$ cat src/rtl/clkcfg_pkg.sv
package clkcfg_pkg;
    localparam int ID_W   = 4;
    localparam int SRC_W  = 5;
    localparam int DIV_W  = 3;
    localparam int WORD_W = 32;

    localparam int ID_LSB  = 0;
    localparam int CMD_BIT = 7;
    localparam int DIV_LSB = 8;
    localparam int SRC_LSB = 16;
    localparam int EN_BIT  = 28;

    typedef struct packed {
        logic             en;
        logic [SRC_W-1:0] src;
        logic [DIV_W-1:0] div;
    } ch_cfg_t;

    function automatic ch_cfg_t unpack_cfg(input logic [WORD_W-1:0] w);
        ch_cfg_t c;
        c.en  = w[EN_BIT];
        c.src = w[SRC_LSB +: SRC_W];
        c.div = w[DIV_LSB +: DIV_W];
        return c;
    endfunction

    function automatic logic [WORD_W-1:0] pack_word(input logic [ID_W-1:0] id,
                                                    input ch_cfg_t c);
        logic [WORD_W-1:0] w;
        w = '0;
        w[ID_LSB +: ID_W]   = id;
        w[DIV_LSB +: DIV_W] = c.div;
        w[SRC_LSB +: SRC_W] = c.src;
        w[EN_BIT]           = c.en;
        return w;
    endfunction
endpackage

$ cat src/rtl/clkcfg_decode.sv
module clkcfg_decode
    import clkcfg_pkg::*;
#(
    parameter int                NUM_CH     = 5,
    parameter int                ADDR_W     = 8,
    parameter logic [ADDR_W-1:0] REG_OFFSET = 8'h30
) (
    input  logic [ADDR_W-1:0] bus_addr,
    input  logic              bus_wr,
    input  logic [WORD_W-1:0] bus_wdata,
    output logic              sel_load,
    output logic [ID_W-1:0]   sel_id,
    output logic [NUM_CH-1:0] commit,
    output ch_cfg_t           cfg_new
);
    localparam logic [ID_W:0] ID_LIMIT = (ID_W+1)'(NUM_CH);

    logic hit;
    logic id_ok;
    logic is_cmd;
    logic unused_wbits;

    assign hit          = bus_wr && (bus_addr == REG_OFFSET);
    assign sel_id       = bus_wdata[ID_LSB +: ID_W];
    assign id_ok        = ({1'b0, sel_id} < ID_LIMIT);
    assign is_cmd       = bus_wdata[CMD_BIT];
    assign sel_load     = hit && id_ok;
    assign cfg_new      = unpack_cfg(bus_wdata);
    assign unused_wbits = ^{bus_wdata[31:29], bus_wdata[27:21],
                            bus_wdata[15:11], bus_wdata[6:4]};

    always_comb begin
        for (int i = 0; i < NUM_CH; i++) begin
            commit[i] = sel_load && is_cmd && (sel_id == ID_W'(i));
        end
    end
endmodule

$ cat src/rtl/clkcfg_chan.sv
module clkcfg_chan
    import clkcfg_pkg::*;
#(
    parameter int   SETTLE_CYC = 4,
    parameter logic RESET_EN   = 1'b0
) (
    input  logic    clk,
    input  logic    rst,
    input  logic    commit,
    input  ch_cfg_t cfg_new,
    output ch_cfg_t cfg,
    output logic    ready
);
    localparam int CNT_W = $clog2(SETTLE_CYC + 1);
    localparam logic [CNT_W-1:0] CNT_LOAD = CNT_W'(SETTLE_CYC);

    logic [CNT_W-1:0] settle_cnt;

    always_ff @(posedge clk) begin
        if (rst) begin
            cfg.en     <= RESET_EN;
            cfg.src    <= '0;
            cfg.div    <= '0;
            settle_cnt <= '0;
        end else if (commit) begin
            cfg        <= cfg_new;
            settle_cnt <= CNT_LOAD;
        end else if (settle_cnt != '0) begin
            settle_cnt <= settle_cnt - 1'b1;
        end
    end

    assign ready = (settle_cnt == '0);
endmodule

$ cat src/rtl/clkcfg_regbank.sv
module clkcfg_regbank
    import clkcfg_pkg::*;
#(
    parameter int                NUM_CH     = 5,
    parameter int                ADDR_W     = 8,
    parameter logic [ADDR_W-1:0] REG_OFFSET = 8'h30,
    parameter int                SETTLE_CYC = 4
) (
    input  logic                    clk,
    input  logic                    rst,
    input  logic [ADDR_W-1:0]       bus_addr,
    input  logic                    bus_wr,
    input  logic [WORD_W-1:0]       bus_wdata,
    output logic [WORD_W-1:0]       bus_rdata,
    output logic [NUM_CH*SRC_W-1:0] ch_src,
    output logic [NUM_CH*DIV_W-1:0] ch_div,
    output logic [NUM_CH-1:0]       ch_en,
    output logic [NUM_CH-1:0]       ch_ready,
    output logic                    rdy_main,
    output logic                    rdy_aux
);
    logic              sel_load;
    logic [ID_W-1:0]   sel_id;
    logic [NUM_CH-1:0] commit;
    ch_cfg_t           cfg_new;
    ch_cfg_t           cfg_arr [NUM_CH];
    logic [ID_W-1:0]   rd_sel;
    ch_cfg_t           rd_cfg;

    clkcfg_decode #(
        .NUM_CH    (NUM_CH),
        .ADDR_W    (ADDR_W),
        .REG_OFFSET(REG_OFFSET)
    ) u_decode (
        .bus_addr (bus_addr),
        .bus_wr   (bus_wr),
        .bus_wdata(bus_wdata),
        .sel_load (sel_load),
        .sel_id   (sel_id),
        .commit   (commit),
        .cfg_new  (cfg_new)
    );

    for (genvar g = 0; g < NUM_CH; g++) begin : g_ch
        clkcfg_chan #(
            .SETTLE_CYC(SETTLE_CYC),
            .RESET_EN  ((g == 0) ? 1'b1 : 1'b0)
        ) u_chan (
            .clk    (clk),
            .rst    (rst),
            .commit (commit[g]),
            .cfg_new(cfg_new),
            .cfg    (cfg_arr[g]),
            .ready  (ch_ready[g])
        );
        assign ch_src[g*SRC_W +: SRC_W] = cfg_arr[g].src;
        assign ch_div[g*DIV_W +: DIV_W] = cfg_arr[g].div;
        assign ch_en[g]                 = cfg_arr[g].en;
    end

    always_ff @(posedge clk) begin
        if (rst) begin
            rd_sel <= '0;
        end else if (sel_load) begin
            rd_sel <= sel_id;
        end
    end

    always_comb begin
        rd_cfg = '0;
        for (int i = 0; i < NUM_CH; i++) begin
            if (rd_sel == ID_W'(i)) begin
                rd_cfg = cfg_arr[i];
            end
        end
    end

    assign bus_rdata = (bus_addr == REG_OFFSET) ? pack_word(rd_sel, rd_cfg) : '0;
    assign rdy_main  = ch_ready[0];
    assign rdy_aux   = &ch_ready[NUM_CH-1:1];
endmodule

$ cat config.mk
export PLATFORM = sky130hd
export DESIGN_NAME = clkcfg_regbank
export DESIGN_NICKNAME = d
export VERILOG_FILES = /design/src/rtl/clkcfg_pkg.sv /design/src/rtl/clkcfg_decode.sv /design/src/rtl/clkcfg_chan.sv /design/src/rtl/clkcfg_regbank.sv
export SDC_FILE = /design/constraint.sdc
export NUM_CORES = 1
export LEC_CHECK = 0
export BUFFER_PORTS_ARGS = -buffer_cell sky130_fd_sc_hd__buf_2
export CORE_MARGIN = 4
export CORE_UTILIZATION = 55
export CTS_BUF_LIST = sky130_fd_sc_hd__clkbuf_4 sky130_fd_sc_hd__clkbuf_8
export CTS_CLUSTER_DIAMETER = 80
export DETAILED_ROUTE_END_ITERATION = 12
export PLACE_DENSITY = 0.88
export REMOVE_ABC_BUFFERS = 1
export SLEW_MARGIN = 40
export SYNTH_ARGS = -nofsm -noshare
export SYNTH_HDL_FRONTEND = slang
export SYNTH_HIERARCHICAL = 1
export SYNTH_SLANG_ARGS = --single-unit
$ cat constraint.sdc
create_clock -name clk -period 3.6 [get_ports clk]
set_input_delay 0.54 -clock clk [delete_from_list [all_inputs] [get_ports clk]]
set_output_delay 0.54 -clock clk [all_outputs]
set_load 0.05 [all_outputs]
---- Word-level counts from Yosys, hierarchy flattened ----
Index checks and enable logic that the tools add are counted.
storage, ports and cells
  output and inout bits ................... 84
  memories kept ........................... 0
  register bits ........................... 64
  bits in writable memories ............... 0
  memory bits (read-only) ................. 0
  latch bits .............................. 0
operators by class
  divide/modulo/power cells ............... 0
  $lt $le $gt $ge ......................... 1
  equal/unequal tests ..................... 9
  shift-type cells ........................ 0
  bitwise logic cells ..................... 0
  reduce and logical (&&, ||, !) cells .... 31
  multiply operators ...................... 0
  add/sub/neg operators ................... 5
  muxes and demuxes ....................... 16
operator list
  cell                 number
  $mux 9               5
  $mux 3               10
  $mux 29              1
  $eq 4x2->1 const B   4
  $logic_not 3->1      5
  $reduce_bool 3->1    5
  $sub 3x1->3 const B  5
  $reduce_bool 2->1    5
  $reduce_or 2->1      5
  $eq 4x1->1 const B   2
  $eq 4x3->1 const B   2
  $eq 8x6->1 const B   1
  $logic_and 1x1->1    8
  $logic_not 4->1      2
  $lt 4x3->1 const B   1
  $reduce_and 4->1     1

---- Depth between registers and ports, before layout ----
Gate-level depths: netlist (run 1).
  word-level depth ........................ 7
  depth in mapped cells ................... 6
  depth with buffers taken out ............ 6

---- Hierarchy ----
The synthesis (run 1) kept the hierarchy.
by module, submodules not included
  module                            cells each  area each (sq um)  instances
  clkcfg_chan (g_ch[1].u_chan ...)  46          481.7              4
  clkcfg_regbank                    97          770.7              1
  clkcfg_chan (g_ch[0].u_chan)      46          483.0              1
  clkcfg_decode                     31          245.2              1

---- Least setup slack after synthesis (run 1) ----
OpenSTA, ideal clock, no wires.
  path kind ............................... input -> output
  start ................................... in bus_addr[1]
  end ..................................... out bus_rdata[10]
  path buffers ............................ 1
  required time ........................... 3.060 ns
  cell stages on the path ................. 4
  data arrival time ....................... 1.964 ns
  setup slack ............................. 1.096 ns
  cells stage by stage .................... nor4_1 nand4_1 clkbuf_1 a21oi_1
on the way
  cells in the longest elaborated chain, start to end .. 2
ends and longest elaborated chain
  element      line                  source
  from (decl)  clkcfg_regbank.sv:11  input logic [ADDR_W-1:0] bus_addr,
  $eq 8x6->1   clkcfg_regbank.sv:78  assign bus_rdata = (bus_addr == REG_OFFSET) ? pack_word(rd_sel, rd_cfg) : '0;
  $mux 29      clkcfg_regbank.sv:78
  to (decl)    clkcfg_regbank.sv:14  output logic [WORD_W-1:0] bus_rdata,
No other way between the ends.

---- Worst setup path after layout (run 1) ----
  start ................................... reg rd_sel[3]
  end ..................................... out bus_rdata[10]
on the way
  cells in the longest elaborated chain, start to end .. 7
  elaborated cells on any way between the ends .. 11
ends and longest elaborated chain
  element                 line                  source
  from (decl)             clkcfg_regbank.sv:27  logic [ID_W-1:0] rd_sel;
  from (signal assigned)  clkcfg_regbank.sv:65  rd_sel <= sel_id;
  $logic_not 4->1         clkcfg_regbank.sv:72  if (rd_sel == ID_W'(i)) begin
  $mux 9 (4 in series)    clkcfg_regbank.sv:72
  $mux 9 (*)              clkcfg_regbank.sv:72
  $mux 29 (*)             clkcfg_regbank.sv:78
Every way passes the cells marked *; elsewhere a longest branch is shown, timed or not.

==> results of run 1 <==
-- metrics by stage --
step / hold WS [ps] / instances / util, %
floorplan: 443.7 / 327 / -
global placement: 452.7 / 497 / 62.61
detailed placement: 467.5 / 497 / 62.68
CTS: 457.2 / 513 / 66.12
global route: 472.9 / 513 / 66.12
finish: 466.4 / 513 / 66.12
-- cell type report --
| type | instances | share of cell area [%] |
|---|---|---|
| Tap cell | 75 | 2.369 |
| Sequential cell | 64 | 32.38 |
| Inverter | 29 | 2.748 |
| Clock inverter | 3 | 1.011 |
| Timing Repair Buffer | 95 | 12.44 |
| Multi-Input combinational cell | 234 | 44.85 |
| Clock buffer | 13 | 4.201 |
-- worst paths after layout --
check | end | slack [ps] | cells after the start
min reg2reg | g_ch[0].u_chan/settle_cnt[1] | 470 | 2
max | bus_rdata[10] | 910 | 4
max reg2reg | g_ch[4].u_chan/settle_cnt[1] | 2180 | 4
min | g_ch[0].u_chan/cfg[8] | 470 | 2
-- critical path, cell delays in order (launching register included) --
cell and delay [ps]:
sky130_fd_sc_hd__dfxtp_1 390, sky130_fd_sc_hd__nor3_2 700, sky130_fd_sc_hd__a22oi_1 220, sky130_fd_sc_hd__a21oi_1 200
sky130_fd_sc_hd__buf_2 310
-- placed cells by master, fill, tap and decap left out, types with 11 or more instances in the layout --
cell	n
sky130_fd_sc_hd__mux2i_1	53
sky130_fd_sc_hd__dfxtp_1	63
sky130_fd_sc_hd__conb_1	19
sky130_fd_sc_hd__nor2_1	53
sky130_fd_sc_hd__mux2_2	18
sky130_fd_sc_hd__clkbuf_8	11
sky130_fd_sc_hd__inv_1	29
sky130_fd_sc_hd__a21oi_1	14
sky130_fd_sc_hd__ha_1	15
sky130_fd_sc_hd__buf_2	88
-- report_power, final --
| group | total (uW) | switching [uW] | internal [uW] |
|---|---|---|---|
| Clock | 631 | 260 | 371 |
| Combinational | 681 | 471 | 209 |
| Sequential | 790 | 26.2 | 764 |
-- metal layers --
layer / up-vias / share of wire (%) / global-route usage, %
li1: 1314 / - / -
met4: 0 / 1.8 / 8.924
met1: 1257 / 42 / 26.41
met3: 15 / 7.0 / 5.676
met2: 103 / 49 / 36.16
met5: - / 0 / 0
-- kinds of logic after synthesis --
family,count (synthesis),synth area share (%)
AOI/OAI and AO/OA,30,6.319
xor gates and xnor gates,5,1.278
adders and majority gates,15,5.478
buffers and inverters,78,13.62
DFF,64,37.40
muxes,71,21.40
other,1,0.1095
and+or+nand+nor,94,14.39
-- registers in the layout, indices dropped and copies added, names as in the netlist --
signal                  count
g_ch.u_chan/cfg            45
g_ch.u_chan/settle_cnt     15
rd_sel                      4
==> results.txt, run 1 <==
die area: 0.007555 mm2
worst max-slew margin expressed relative to the limit: 44.92%
clock transition time at the flip-flop clock pins of the worst setup and hold paths: 70 ps
share of Yosys cell area claimed by the top area cell type: 37.40%
ratio of routed vias to standard cells: 5.242
count of endpoints failing hold in the final timing report: 0
vias in the first global route: 2,691
maximum root-to-sink buffer count: 2
post-CTS repair timing setup buffer count: 0
min setup slack post-route: 907.8 ps
Total GRT Usage: 21.68%
required time worst endpoint: 3060 ps
commonest cells in the netlist: sky130_fd_sc_hd__dfxtp_1 (64), sky130_fd_sc_hd__mux2i_1 (53), sky130_fd_sc_hd__nor2_1 (53)
critical setup path kind: register to output port
Resize count post-CTS: 0
Antenna diodes: 0
Finished Cell Area: 0.003961 mm2
launching element of the worst setup path: rd_sel[3]
count of buffers from port buffering: 89
standard-cell rows: 28
drt pass-1 iters: 4
kind of start point of the critical path: register
clock tree from TritonCTS: done
maximum clock frequency: 0.3714 GHz
Critical Path Fanout Max: 9
footprint of the multi-input gates: 0.001777 mm2
routability cong.: 0.8128
area added between synthesis and finish: 15.63%
drt first-iter violations: 122
antenna violations before repair: 0
library cells used by synthesis: 33
total standard cell area after synthesis: 0.003426 mm2
top-count cell post-synth: sky130_fd_sc_hd__dfxtp_1
Final setup viols: 0
most area-hungry cell type in the Yosys netlist: sky130_fd_sc_hd__dfxtp_1
share of the clock period used by the worst path: 74.78%
accumulated negative setup slack: 0 ps
total detailed-routing wirelength: 7.810 mm
RR Startpoint: g_ch[4].u_chan/settle_cnt[0]
final period demand of the worst path: 2692 ps
actual transition at the worst max-transition pin: 821.7 ps
worst-case vdd ir drop: 0.4384 mV
standard cell core area: 0.005991 mm2
power density over cell area: 530.6 mW/mm2
fraction of final layout cells with drive strength greater than 1: 32.65%
number of fillers in the final layout: 496
number of nets still failing antenna checks after routing: 0
Die Ht: 86.92 um
wire length per cell after detailed routing: 15.22 um
pre-CTS setup slack: 932.4 ps
Post-Place Cell Area: 0.003755 mm2
ports placed on the boundary: 127
vias post-DR: 2,689
pin count of the biggest net entering global routing: 65
total of max-cap violations: 0
final net count: 491
number of synthesized flops with an enable pin: 0
wire length of the first global-routing pass: 12.81 mm
critical path arrival: 2150 ps
number of levels in the clock H-tree: 3
status: finished, final reports clean
Layout Skew: 2.307 ps
RSZ-0062 raised after global routing: no
root buffer selected by CTS: sky130_fd_sc_hd__clkbuf_8
TritonCTS Sinks: 64
clock insertion delay at the later pin of the skew report: 340 ps
number of CTS-inserted buffers: 9
count of state elements after synthesis: 64
Post-DP HPWL: 5.482 mm
Worst Hold Launch: bus_wdata[28]
Mean Syn Cell Area: 9.569 um2
number of buffers added to fix hold violations after cts: 0
fraction of registers with async set or reset after synthesis: 0%
starting density of the core: 57.18%
Syn. warnings: 6
most area-consuming cells after synthesis: sky130_fd_sc_hd__dfxtp_1 (37%), sky130_fd_sc_hd__mux2i_1 (15%), sky130_fd_sc_hd__buf_4 (7.5%), sky130_fd_sc_hd__mux2_2 (5.9%), sky130_fd_sc_hd__nor2_1 (5.8%)
remaining routing DRC violations: 0
worst hold-check path type: input port to register
leakage power total: 0.001708 uW
total area of sequential cells: 0.001282 mm2
Setup crit end kind: output port
Die Span X: 86.92 um
total congestion overflow after global routing: 0
number of max-slew violations in the final report: 0
number of instances in the synthesized netlist: 358
Post-synth top flop: sky130_fd_sc_hd__dfxtp_1
proportion of synthesized chip area in sequential cells: 37.40%
total power: 2102 uW
No activity file was read; power rests on OpenSTA's default activity.
==> run 2: changes to the inputs <==
--- a/config.mk
+++ b/config.mk
@@ -7,11 +7,11 @@
 export LEC_CHECK = 0
 export BUFFER_PORTS_ARGS = -buffer_cell sky130_fd_sc_hd__buf_2
 export CORE_MARGIN = 4
-export CORE_UTILIZATION = 55
+export CORE_UTILIZATION = 46
 export CTS_BUF_LIST = sky130_fd_sc_hd__clkbuf_4 sky130_fd_sc_hd__clkbuf_8
 export CTS_CLUSTER_DIAMETER = 80
 export DETAILED_ROUTE_END_ITERATION = 12
-export PLACE_DENSITY = 0.88
+export PLACE_DENSITY = 0.78
 export REMOVE_ABC_BUFFERS = 1
 export SLEW_MARGIN = 40
 export SYNTH_ARGS = -nofsm -noshare
==> constraint.sdc (replaced) <==
create_clock -name clk -period 2.3 [get_ports clk]
set_input_delay 0.345 -clock clk [delete_from_list [all_inputs] [get_ports clk]]
set_output_delay 0.345 -clock clk [all_outputs]
set_load 0.05 [all_outputs]
==> results.txt, run 2 (synthesized netlist as in run 1, its figures left out) <==
Met2 Wirelength: 4.010 mm (+4.7%)
power density over cell area: 798.9 mW/mm2 (+51%)
actual transition at the worst max-transition pin: 627.4 ps (-194.3 ps)
share of the clock period used by the worst path: 95.85%
Die Ht: 94.30 um (+8.5%)
sw power: 1235 uW (+63%)
series of cell instances along the critical path: buf_8 -> mux2_2 -> a22oi_1 -> a21oi_1 -> buf_2
Met3 Wirelength: 378 um (-31%)
remaining routing DRC violations: 0 (unchanged)
starting density of the core: 47.23% (-10 points)
worst-case vdd ir drop: 0.3732 mV (-15%)
drt first-iter violations: 71 (-42%)
number of nets still failing antenna checks after routing: 0 (unchanged)
post-route non-filler standard cell count: 553 (+7.8%)
worst r2r path cells: 4 (unchanged)
leakage power total: 0.001786 uW (+4.5%)
Critical Path Fanout Max: 20 (+11)
accumulated negative setup slack: 0 ps (unchanged)
worst hold-check path type: input port to register
topmost layer with routed signal wires: met4
share of total power consumed by net switching: 37.48% (+1.4 points)
sum of routed wire segments on met1: 3.781 mm (+15%)
total congestion overflow after global routing: 0 (unchanged)
RSZ-0062 raised after global routing: no
maximum root-to-sink buffer count: 2 (unchanged)
maximum clock frequency: 0.4536 GHz
cell with the biggest individual delay on the critical path: sky130_fd_sc_hd__dfxtp_1
routability cong.: 0.8380 (+3.1%)
Largest register FFs: 45 (unchanged)
wire length per cell after detailed routing: 15.02 um (-1.3%)
number of buffers added to fix hold violations after cts: 0 (unchanged)
number of levels in the clock H-tree: 3 (unchanged)
drt pass-1 iters: 4 (unchanged)
minimum setup slack among reg-to-reg paths: 910 ps (-1270 ps)
Largest Register: g_ch.u_chan/cfg
Final setup viols: 0 (unchanged)
status: finished, final reports clean
clock transition time at the flip-flop clock pins of the worst setup and hold paths: 80 ps (about the same)
Setup crit end kind: output port
count of endpoints failing hold in the final timing report: 0 (unchanged)
Finished Cell Area: 0.004123 mm2 (+4.1%)
vias post-DR: 2,738 (+1.8%)
wire length of the first global-routing pass: 13.19 mm (+2.9%)
ports placed on the boundary: 127 (unchanged)
destination of the critical timing path: bus_rdata[28]
area added between synthesis and finish: 20.34%
fraction of final layout cells with drive strength greater than 1: 35.24% (+2.6 points)
total of max-cap violations: 0 (unchanged)
standard-cell rows: 31 (+11%)
P_int: 2059 uW (+53%)
die area: 0.008892 mm2 (+18%)
maximum cell stage delay along the critical path: 420 ps (-280 ps)
clock insertion delay at the later pin of the skew report: 330 ps (about the same)
ratio of routed vias to standard cells: 4.951 (-5.5%)
clock tree from TritonCTS: done
TritonCTS Sinks: 64 (unchanged)
Die Span X: 94.30 um (+8.5%)
Antenna diodes: 0 (unchanged)
root buffer selected by CTS: sky130_fd_sc_hd__clkbuf_8
total detailed-routing wirelength: 8.306 mm (+6.4%)
Flop pwr share: 37.4% (-0.2 points)
Total GRT Usage: 19.13% (-2.6 points)
largest registers ranked by flip-flop count: g_ch.u_chan/cfg (45), g_ch.u_chan/settle_cnt (15), rd_sel (4)
number of max-slew violations in the final report: 0 (unchanged)
final period demand of the worst path: 2204 ps
RR Startpoint: g_ch[2].u_chan/settle_cnt[0]
Layout Skew: 5.687 ps (+3.380 ps)
Comb power frac: 32.4% (about the same)
kind of start point of the critical path: register
vias in the first global route: 2,663 (-1.0%)
final net count: 507 (+3.3%)
standard cell core area: 0.007253 mm2 (+21%)
number of placed instances with taps included: 533 (+7.2%)
worst max-slew margin expressed relative to the limit: 58.17% (+13 points)
required time worst endpoint: 1960 ps (-1100 ps)
count of buffers from port buffering: 89 (unchanged)
commonest cells after routing, fill and taps aside: sky130_fd_sc_hd__buf_2 (89), sky130_fd_sc_hd__dfxtp_1 (62), sky130_fd_sc_hd__nor2_1 (53), sky130_fd_sc_hd__mux2i_1 (53), sky130_fd_sc_hd__inv_1 (29)
antenna violations before repair: 0 (unchanged)
most common cell after layout, fill and taps aside: sky130_fd_sc_hd__buf_2
pin count of the biggest net entering global routing: 35 (-46%)
number of CTS-inserted buffers: 9 (unchanged)
critical setup path kind: register to output port
launching element of the worst setup path: rd_sel[1]
Post-DP HPWL: 6.167 mm (+13%)
part of the total power dissipated in the clock network: 30.2% (+0.2 points)
Post-Place Cell Area: 0.003871 mm2 (+3.1%)
critical path arrival: 1860 ps (-290 ps)
R2R Path End: g_ch[2].u_chan/settle_cnt[1]
==> run 2: worst min-delay path by stage <==
stage	depth (start not counted)	start	end
after floorplan	1	rst	g_ch[0].u_chan/settle_cnt[2]
after global placement	2	g_ch[3].u_chan/settle_cnt[1]	g_ch[3].u_chan/settle_cnt[1]
after detailed placement	2	g_ch[0].u_chan/settle_cnt[1]	g_ch[0].u_chan/settle_cnt[1]
final	2	bus_wdata[28]	g_ch[0].u_chan/cfg[8]
after global routing	3	bus_wdata[3]	rd_sel[3]
after CTS	2	bus_wdata[28]	g_ch[0].u_chan/cfg[8]
==> run 2: what timing repair did <==
| action | 4_1_cts | 5_1_grt |
|---|---|---|
| setup buffers | 2 | 2 |
| endpoints found under the hold margin | 0 | 0 |
| resized for setup | 0 | 5 |
| setup endpoints to repair | 2 | 9 |
==> run 2: power groups by stage <==
stage / clock network [uW] / registers, uW / logic (uW)
2_1_floorplan: 0 / 1250 / 859
3_3_place_gp: 0 / 1250 / 1030
6_report: 995 / 1230 / 1070
3_5_place_dp: 0 / 1260 / 1070
4_1_cts: 1010 / 1230 / 1080
5_1_grt: 1050 / 1240 / 1170
==> run 2: worst max-delay path: cells and delay by family (launching register included) <==
kind / cells / cell delay, ps
buffers and inverters: 2 / 440
AO/OA/AOI/OAI: 2 / 290
multiplexers: 1 / 360
flip-flops: 1 / 420
==> run 2: stage by stage <==
stage	total power (uW)	hold WS, ps	util, %	setup WS, ps
finish	3294	284.1	56.84	95.52
global route	3457	294.9	56.84	3.173
CTS	3319	269.2	56.41	5.853
detailed placement	2330	464.2	53.37	72.96
global placement	2284	451.9	53.37	118.2
floorplan	2109	414.1	-	-748.7
==> run 2: metal layers <==
| metal | up-vias | track usage, % |
|---|---|---|
| met5 | - | 0 |
| met4 | 0 | 7.702 |
| met3 | 14 | 3.846 |
| met2 | 70 | 30.67 |
| met1 | 1306 | 25.19 |
| li1 | 1348 | - |
==> run 2: cell type report <==
cell class              instances  area (um2)
clock inverters                 6       67.56
inverters                      29       108.9
clock buffers                  10       137.6
fillers                       664        3131
flip-flops and latches         64        1284
well taps                      99       123.9
repair buffers                111       618.1
multi-input cells             234        1783
==> run 3: changes to the inputs <==
--- a/config.mk
+++ b/config.mk
@@ -6,6 +6,7 @@
 export NUM_CORES = 1
 export LEC_CHECK = 0
 export BUFFER_PORTS_ARGS = -buffer_cell sky130_fd_sc_hd__buf_2
+export CORE_ASPECT_RATIO = 1.2
 export CORE_MARGIN = 4
 export CORE_UTILIZATION = 46
 export CTS_BUF_LIST = sky130_fd_sc_hd__clkbuf_4 sky130_fd_sc_hd__clkbuf_8
==> results.txt, run 3 (synthesized netlist as in run 1, its figures left out) <==
Antenna diodes: 0 (unchanged)
Final setup viols: 0 (unchanged)
count of buffers from port buffering: 89 (unchanged)
Total GRT Usage: 19.18% (+0.053 points)
total of max-cap violations: 0 (unchanged)
actual transition at the worst max-transition pin: 601.6 ps (-25.78 ps)
min setup slack post-route: 138.7 ps (+43.18 ps)
total congestion overflow after global routing: 0 (unchanged)
drt pass-1 iters: 4 (unchanged)
worst max-slew margin expressed relative to the limit: 59.89% (+1.7 points)
number of levels in the clock H-tree: 3 (unchanged)
ratio of routed vias to standard cells: 5.068 (+2.4%)
critical setup path kind: register to output port
status: finished, final reports clean
Critical Path Fanout Max: 5 (-75%)
total detailed-routing wirelength: 8.199 mm (-1.3%)
Post-DP HPWL: 6.125 mm (-0.68%)
clock transition time at the flip-flop clock pins of the worst setup and hold paths: 80 ps (about the same)
worst hold-check path type: input port to register
commonest cells after routing, fill and taps aside: sky130_fd_sc_hd__buf_2 (89), sky130_fd_sc_hd__dfxtp_1 (64), sky130_fd_sc_hd__nor2_1 (53), sky130_fd_sc_hd__mux2i_1 (53), sky130_fd_sc_hd__inv_1 (29)
maximum root-to-sink buffer count: 2 (unchanged)
worst-case vdd ir drop: 0.5724 mV (+53%)
kind of start point of the critical path: register
drt first-iter violations: 99 (+39%)
critical path arrival: 1820 ps (-40 ps)
maximum clock frequency: 0.4627 GHz (+2.0%)
number of buffers added to fix hold violations after cts: 0 (unchanged)
starting density of the core: 47.37% (+0.14 points)
RSZ-0062 raised after global routing: no
vias in the first global route: 2,799 (+5.1%)
area added between synthesis and finish: 19.76%
count of endpoints failing hold in the final timing report: 0 (unchanged)
standard cell core area: 0.007232 mm2 (-0.29%)
clock insertion delay at the later pin of the skew report: 330 ps (about the same)
remaining routing DRC violations: 0 (unchanged)
leakage power total: 0.001782 uW (-0.20%)
power density over cell area: 802.1 mW/mm2 (+0.40%)
Setup crit end kind: output port
share of the clock period used by the worst path: 93.97% (-1.9 points)
number of fillers in the final layout: 692 (+4.2%)
standard-cell rows: 34 (+9.7%)
final period demand of the worst path: 2161 ps (-43.18 ps)
Largest Register: g_ch.u_chan/cfg
wire length of the first global-routing pass: 13.41 mm (+1.7%)
TritonCTS Sinks: 64 (unchanged)
wire length per cell after detailed routing: 15.04 um (+0.16%)
Die Span X: 86.78 um (-8.0%)
final net count: 508 (+0.20%)
routability cong.: 0.7915 (-5.5%)
ports placed on the boundary: 127 (unchanged)
most common cell after layout, fill and taps aside: sky130_fd_sc_hd__buf_2
Die Ht: 102.5 um (+8.7%)
root buffer selected by CTS: sky130_fd_sc_hd__clkbuf_8
clock tree from TritonCTS: done
Largest register FFs: 45 (unchanged)
antenna violations before repair: 0 (unchanged)
Finished Cell Area: 0.004103 mm2 (-0.49%)
pin count of the biggest net entering global routing: 32 (-8.6%)
fraction of final layout cells with drive strength greater than 1: 34.95% (-0.30 points)
number of max-slew violations in the final report: 0 (unchanged)
largest registers ranked by flip-flop count: g_ch.u_chan/cfg (45), g_ch.u_chan/settle_cnt (15), rd_sel (4)
vias post-DR: 2,762 (+0.88%)
Layout Skew: 1.308 ps (-4.379 ps)
number of CTS-inserted buffers: 9 (unchanged)
die area: 0.008898 mm2 (about the same)
pre-CTS setup slack: 111.4 ps (+38.45 ps)
Post-Place Cell Area: 0.003882 mm2 (+0.29%)
number of nets still failing antenna checks after routing: 0 (unchanged)
required time worst endpoint: 1960 ps (about the same)
run 3: worst paths after layout:
check                          startpoint                            to  slack, ps  cells after the start
max                             rd_sel[2]                 bus_rdata[16]        140                      5
min                         bus_wdata[28]         g_ch[0].u_chan/cfg[8]        280                      2
max reg2reg  g_ch[2].u_chan/settle_cnt[0]  g_ch[2].u_chan/settle_cnt[1]        900                      4
min reg2reg  g_ch[0].u_chan/settle_cnt[1]  g_ch[0].u_chan/settle_cnt[1]        470                      2
run 3: cell type report:
cell class	instances	area, um2	share of cell area [%]
well taps	90	112.6	2.745
flip-flops and latches	64	1281	31.23
repair buffers	112	618.1	15.07
clock inverters	6	67.56	1.647
clock buffers	10	137.6	3.355
multi-input cells	234	1777	43.31
inverters	29	108.9	2.653
run 3: per-layer routing:
| layer | part of all wire (%) | global-route usage, % | vias up |
|---|---|---|---|
| met2 | 51 | 33.55 | 91 |
| met1 | 41 | 23.31 | 1315 |
| met5 | 0 | 0 | - |
| li1 | - | - | 1346 |
| met4 | 1.2 | 5.635 | 0 |
| met3 | 6.1 | 4.636 | 10 |
run 3: worst max-delay path, stage by stage, from the launching register on:
cell and delay, ps:
sky130_fd_sc_hd__dfxtp_1 480, sky130_fd_sc_hd__nor4b_4 270, sky130_fd_sc_hd__buf_4 180, sky130_fd_sc_hd__nand2_1 50, sky130_fd_sc_hd__a21oi_1 190, sky130_fd_sc_hd__buf_2 300
run 3: through the flow:
stage | setup TNS, ps | hold slack (ps) | std cells | util (%) | total power [uW]
after CTS | 0 | 265.5 | 545 | 56.73 | 3317
after global routing | 0 | 291.6 | 545 | 56.73 | 3465
after global placement | 0 | 452.2 | 527 | 53.69 | 2286
final | 0 | 277.1 | 545 | 56.73 | 3291
after detailed placement | 0 | 463.9 | 527 | 53.69 | 2336
after floorplan | -41290 | 414.1 | 327 | - | 2109
run 3: power breakdown:
part / switching (uW) / internal (uW) / leakage, uW
logic: 737 / 333 / 0.00117
registers: 37.2 / 1190 / 0.000518
clock network: 455 / 533 / 0.0000989
run 3: repair_timing:
item,CTS,global route
setup endpoints to repair,4,0
gates resized for setup,0,0
setup buffers,2,0
